`src/rtl/tri_pwm_pkg.sv`:
```
package tri_pwm_pkg;
  // Strobes from control to datapath
  typedef struct packed {
    logic load;   // capture new settings at end of this clock
    logic zero;   // counter is at its zero point
  } strobe_t;
endpackage

```
`src/rtl/tri_pwm_ctrl.sv`:
```
module tri_pwm_ctrl
  import tri_pwm_pkg::*;
#(
  parameter int CW = 16
) (
  input  logic          clk,
  input  logic          rstN,
  input  logic [CW-1:0] periodIn,
  input  logic          dblUpdate,
  output strobe_t       stb,
  output logic [CW-1:0] cnt,
  output logic [CW-1:0] perAct
);
  localparam logic [CW-1:0] MIN_PER = CW'(2);

  logic          up;
  logic [CW-1:0] effPer;
  logic          atPeak;

  assign effPer   = (periodIn < MIN_PER) ? MIN_PER : periodIn;
  assign atPeak   = up && (cnt >= perAct);
  assign stb.zero = (cnt == '0);
  assign stb.load = stb.zero | (dblUpdate & atPeak);

  always_ff @(posedge clk) begin
    if (!rstN) begin
      cnt    <= '0;
      up     <= 1'b1;
      perAct <= MIN_PER;
    end else begin
      if (stb.load) perAct <= effPer;
      if (up) begin
        if (cnt >= perAct) begin
          up  <= 1'b0;
          cnt <= cnt - 1'b1;
        end else begin
          cnt <= cnt + 1'b1;
        end
      end else if (cnt <= CW'(1)) begin
        cnt <= '0;
        up  <= 1'b1;
      end else begin
        cnt <= cnt - 1'b1;
      end
    end
  end
endmodule

```
`src/rtl/tri_pwm_dp.sv`:
```
module tri_pwm_dp
  import tri_pwm_pkg::*;
#(
  parameter int CW  = 16,
  parameter int NPH = 3
) (
  input  logic              clk,
  input  logic              rstN,
  input  strobe_t           stb,
  input  logic [CW-1:0]     cnt,
  input  logic [CW-1:0]     perAct,
  input  logic [NPH*CW-1:0] dutyIn,
  input  logic [CW-1:0]     deadIn,
  output logic [NPH-1:0]    hiQ,
  output logic [NPH-1:0]    loQ,
  output logic              syncQ
);
  localparam int SW = CW + 2;

  logic [CW-1:0]     deadAct;
  logic [NPH*CW-1:0] dutyAct;
  logic signed [SW-1:0] halfPer;

  assign halfPer = $signed({2'b00, perAct >> 1});

  always_ff @(posedge clk) begin
    if (!rstN) begin
      deadAct <= '0;
      dutyAct <= '0;
      syncQ   <= 1'b0;
    end else begin
      syncQ <= stb.zero;
      if (stb.load) begin
        deadAct <= deadIn;
        dutyAct <= dutyIn;
      end
    end
  end

  for (genvar k = 0; k < NPH; k++) begin : g_phase
    logic signed [SW-1:0] sum;
    logic [CW-1:0]        thr;
    logic                 hiRaw, loRaw, hiGate, loGate;
    logic [CW-1:0]        hiDly, loDly;

    assign sum = halfPer + SW'($signed(dutyAct[k*CW +: CW]));

    always_comb begin
      if (sum < 0)                           thr = '0;
      else if (sum > $signed({2'b00, perAct})) thr = perAct;
      else                                   thr = sum[CW-1:0];
    end

    assign hiRaw  = (thr == perAct) | (cnt < thr);
    assign loRaw  = ~hiRaw;
    assign hiGate = hiRaw && (hiDly >= deadAct);
    assign loGate = loRaw && (loDly >= deadAct);

    always_ff @(posedge clk) begin
      if (!rstN) begin
        hiDly  <= '0;
        loDly  <= '0;
        hiQ[k] <= 1'b0;
        loQ[k] <= 1'b0;
      end else begin
        if (!hiRaw)               hiDly <= '0;
        else if (hiDly < deadAct) hiDly <= hiDly + 1'b1;
        if (!loRaw)               loDly <= '0;
        else if (loDly < deadAct) loDly <= loDly + 1'b1;
        hiQ[k] <= hiGate;
        loQ[k] <= loGate;
      end
    end
  end
endmodule

```
`src/rtl/tri_pwm.sv`:
```
module tri_pwm
  import tri_pwm_pkg::*;
#(
  parameter int CW  = 16,
  parameter int NPH = 3
) (
  input  logic              clk,
  input  logic              rstN,
  input  logic [CW-1:0]     periodIn,
  input  logic [CW-1:0]     deadIn,
  input  logic [NPH*CW-1:0] dutyIn,
  input  logic              dblUpdate,
  input  logic              activeHigh,
  input  logic              shutN,
  output logic [NPH-1:0]    hiOut,
  output logic [NPH-1:0]    loOut,
  output logic              syncOut
);
  strobe_t       stb;
  logic [CW-1:0] cnt, perAct;
  logic [NPH-1:0] hiQ, loQ;

  tri_pwm_ctrl #(.CW(CW)) ctrl_i (
    .clk(clk), .rstN(rstN), .periodIn(periodIn), .dblUpdate(dblUpdate),
    .stb(stb), .cnt(cnt), .perAct(perAct)
  );

  tri_pwm_dp #(.CW(CW), .NPH(NPH)) dp_i (
    .clk(clk), .rstN(rstN), .stb(stb), .cnt(cnt), .perAct(perAct),
    .dutyIn(dutyIn), .deadIn(deadIn), .hiQ(hiQ), .loQ(loQ), .syncQ(syncOut)
  );

  // Shutdown gating is combinational: no clock involved
  assign hiOut = (hiQ & {NPH{shutN}}) ^ {NPH{~activeHigh}};
  assign loOut = (loQ & {NPH{shutN}}) ^ {NPH{~activeHigh}};
endmodule

```
`config.mk`:
```
export PLATFORM = sky130hd
export DESIGN_NAME = tri_pwm
export DESIGN_NICKNAME = d
export VERILOG_FILES = /design/src/rtl/tri_pwm_pkg.sv /design/src/rtl/tri_pwm_ctrl.sv /design/src/rtl/tri_pwm_dp.sv /design/src/rtl/tri_pwm.sv
export SDC_FILE = /design/constraint.sdc
export NUM_CORES = 1
export LEC_CHECK = 0
export ABC_AREA = 1
export BUFFER_PORTS_ARGS = -buffer_cell sky130_fd_sc_hd__buf_4
export CORE_ASPECT_RATIO = 0.8
export CORE_UTILIZATION = 62
export CTS_BUF_LIST = sky130_fd_sc_hd__clkbuf_4
export CTS_CLUSTER_SIZE = 20
export DETAILED_ROUTE_END_ITERATION = 7
export GPL_TIMING_DRIVEN = 0
export PLACE_DENSITY = 0.81
export SYNTH_ARGS = -nofsm -noshare
export SYNTH_HDL_FRONTEND = slang
export SYNTH_SLANG_ARGS = --single-unit
```
`constraint.sdc`:
```
create_clock -name clk -period 8.3 [get_ports clk]
set_input_delay 2.075 -clock clk [delete_from_list [all_inputs] [get_ports clk]]
set_output_delay 2.075 -clock clk [all_outputs]
set_load 0.02 [all_outputs]
```
==> impl_metrics.csv <==
group,metric,value,unit
timing,max_freq,157.2,MHz
cells_and_area,finalNonFillerCells,2864,
hold_path,worstHoldPathType,"flip-flop to flip-flop",
routing,drt_iter0_markers,1395,
yosys,postSynthCellCount,2388,
setup_path,end_kind,"flip-flop",
pwr,p_leak,8.602,nW
pwr,power_density,409.1,nW/um^2
clocking,cts_sinks,200,
yosys,async_flop_share,0,%
timing,hold-worst-slack,0.5274,ns
grt,grt_pass1_vias,15197,
pwr,p_seq_share,19.2,%
setup_path,startpoint,"ctrl_i.perAct[2]",
grt,overflow,0,
yosys,synth_commonest_cells,"nand2_1 (415), nor2_1 (316), inv_1 (289)",
yosys,synth_ff_type,"dfxtp_1",
timing,fin_skew,0.05108,ns
routing,vias,16702,
setup_path,r2r_start,"ctrl_i.perAct[2]",
grt,grt_pass1_wl,79520,microns
timing,drv_slew,0,
yosys,synth.most_common_cell,"nand2_1",
clocking,cts_root_buf,"clkbuf_4",
hold_path,worstHoldStart,"ctrl_i.cnt[0]",
cells_and_area,fin_util,68.74,%
pwr,power_frac_clock,6.7,%
yosys,synth_area_leader_cell,"dfxtp_1",
setup_path,arrival,6.94,ns
yosys,synth.net_count,2736,
yosys,synth_edf_count,0,
pwr,switching_share,58.25,%
place,portBuffers,89,
timing,tightest_slew,0.9230,ns
setup_path,crit_required,8.88,ns
routing,ant_nets,0,
routing,drc,1,
status,failed_checks,"DRC",
cells_and_area,syn_to_final_growth,7.933,%
setup_path,worst_path_most_repeated_cell,"nand2_1",
setup_path,crit_type,"flip-flop to flip-flop",
yosys,syn_avg_cell_area,7.074,sq um
routing,finalWirelength,50310,microns
yosys,netlist.area_leader.share,23.70,%
timing,setup_tns,0,ns
flow_run,maxCapViolations,0,
cells_and_area,nNetsFinal,2844,
routing,via_per_inst,5.832,
grt,grtUsageTotal,36.15,%
pwr,netSwitchingPower,4.345,mW
die,initial_core_util,63.68,%
clocking,cts_tree,"yes",
place,routabilityCongestion,1.018,
setup_path,worst_path_largest_cell_delay,0.72,ns
timing,relSlewSlack,37.90,%
die,ios,92,
grt,antenna_found_initial,1,
die,core,26530,sq um
grt,grt_max_degree,18,
die,fp.dieW,186.5,microns
yosys,synth_seq_area_share,23.70,%
yosys,synth_area,16890,sq um
clocking,cts_max_path_buffers,2,
die,die-height,149.6,microns
yosys,yosys_warnings,0,
setup_path,path_max_fanout,12,
setup_path,crit_path_top_delay_cell,"dfxtp_1",
yosys,synth_top_cells_by_area,"dfxtp_1 (24%), ha_1 (19%), nand2_1 (9.2%)",
pwr,combPwrFrac,74.0,%
place,hpwl,38600,microns
routing,drt_pre_antenna_iters,8,
yosys,yosysUniqueCellTypes,59,
die,num_rows,53,
cells_and_area,drive_gt1_share,8.420,%
clocking,cts_hold_buf,0,
clocking,cts_resized,0,
timing,hold_viol_final,0,
timing,period_minus_slack,6.360,ns
pwr,internal_power,3.114,mW
routing,wl_per_cell,17.56,microns
clocking,postCtsSetupBuffers,0,
clocking,htree_levels,4,
clocking,cts_made_buffers,17,
die,die_area,27910,sq um
clocking,clkSlewWorstSetupHoldPaths,0.19,ns
yosys,ys_ff_latch,200,
timing,finalSetupViolations,0,
pwr,ir_drop,0.0002605,V
timing,final.period_utilization,76.62,%
timing,rsz0062_at_grt,"false",
status,status,"finished, violations left",
setup_path,cp-start-kind,"flip-flop",
place,dp_cells,2834,
clocking,worstSkewPairLatency,0.68,ns
cells_and_area,num-fill-cells,2308,
-- cell type report --
class                   instances  area, sq um  area share [%]
repair buffers                 89        668.1           3.665
multi-input cells            1842        11510           63.13
plain buffers                  46        251.5           1.379
inverters                     300         1126           6.176
flip-flops and latches        200         4004           21.96
well taps                     357        446.7           2.450
clock inverters                12        95.09          0.5215
diodes                          1        2.502         0.01372
clock buffers                  17        127.6          0.7000
-- power groups by stage --
stage | Sequential, mW | Clock, mW | Combinational [mW]
2_1_floorplan | 1.30 | 0 | 4.02
3_3_place_gp | 1.43 | 0 | 5.14
3_5_place_dp | 1.43 | 0 | 5.36
4_1_cts | 1.41 | 0.508 | 5.39
5_1_grt | 1.44 | 0.538 | 6.19
6_report | 1.43 | 0.503 | 5.52
-- worst max-delay path: cells and delay by family, from the launching register on --
kind                       cells  cell delay (ns)
xor gates and xnor gates       1             0.27
DFF                            1             0.72
buffers and inverters          4             0.84
and+or+nand+nor               16             1.76
AOI/OAI and AO/OA              8             1.47
adders and majority gates      3             1.22
-- per-layer routing --
layer	wire, microns	share of wire (%)	up-vias	global-route usage, %
met1	22780	45	7605	50.41
met4	2246	4.5	0	16.31
li1	-	-	8167	-
met3	4884	9.7	166	7.012
met5	0	0	-	0
met2	20400	41	764	53.82
-- cell families (layout without fill, tap and decap cells) --
| family | Yosys count | in the layout | share of synthesized area [%] |
|---|---|---|---|
| buffers and inverters | 346 | 464 | 8.155 |
| DFF | 200 | 200 | 23.70 |
| other | 0 | 1 | 0 |
| xor gates and xnor gates | 152 | 152 | 7.881 |
| and+or+nand+nor | 1001 | 1001 | 25.94 |
| muxes | 6 | 6 | 0.3555 |
| adders and majority gates | 263 | 263 | 19.61 |
| AOI/OAI and AO/OA | 420 | 420 | 14.35 |
-- per-stage QoR --
step	cell area, sq um	worst slack, ns	total power [mW]
6_report	18230	1.940	7.458
5_1_grt	18230	1.479	8.166
4_1_cts	18230	2.167	7.307
3_5_place_dp	18010	2.203	6.791
3_3_place_gp	18010	2.329	6.574
2_1_floorplan	16890	3.483	5.325
-- cell usage in the layout, fill, tap and decap left out, types with 10 or more instances in the layout --
master,instances
o21ai_0,132
o211ai_1,13
xor2_1,102
nand2_1,415
nor3_1,41
clkbuf_1,31
a211oi_1,20
o21ai_1,10
ha_1,260
xnor2_1,50
nand4_1,47
buf_4,92
nor2_4,10
nor4_1,11
clkbuf_4,17
dfxtp_1,200
o21a_1,12
nor2_1,316
nand3_1,103
inv_1,289
a21oi_1,172
nor2_2,21
-- path summary, 6_finish.rpt --
path                                   end  slack, ns  depth (start not counted)
setup / recovery  dp_i.g_phase[2].hiDly[5]       1.94                         32
hold / removal               ctrl_i.cnt[0]       0.53                          1
setup reg to reg  dp_i.g_phase[2].hiDly[5]       1.94                         32
hold reg to reg              ctrl_i.cnt[0]       0.53                          1
-- flip-flops by register name, indices dropped and copies added (netlist names) --
name	count
ctrl_i.up	1
dp_i.g_phase.hiDly	48
dp_i.dutyAct	48
dp_i.hiQ	3
dp_i.g_phase.loDly	48
ctrl_i.cnt	16
dp_i.loQ	3
dp_i.syncQ	1
dp_i.deadAct	16
ctrl_i.perAct	16
Power figures use the tool's default switching activity.
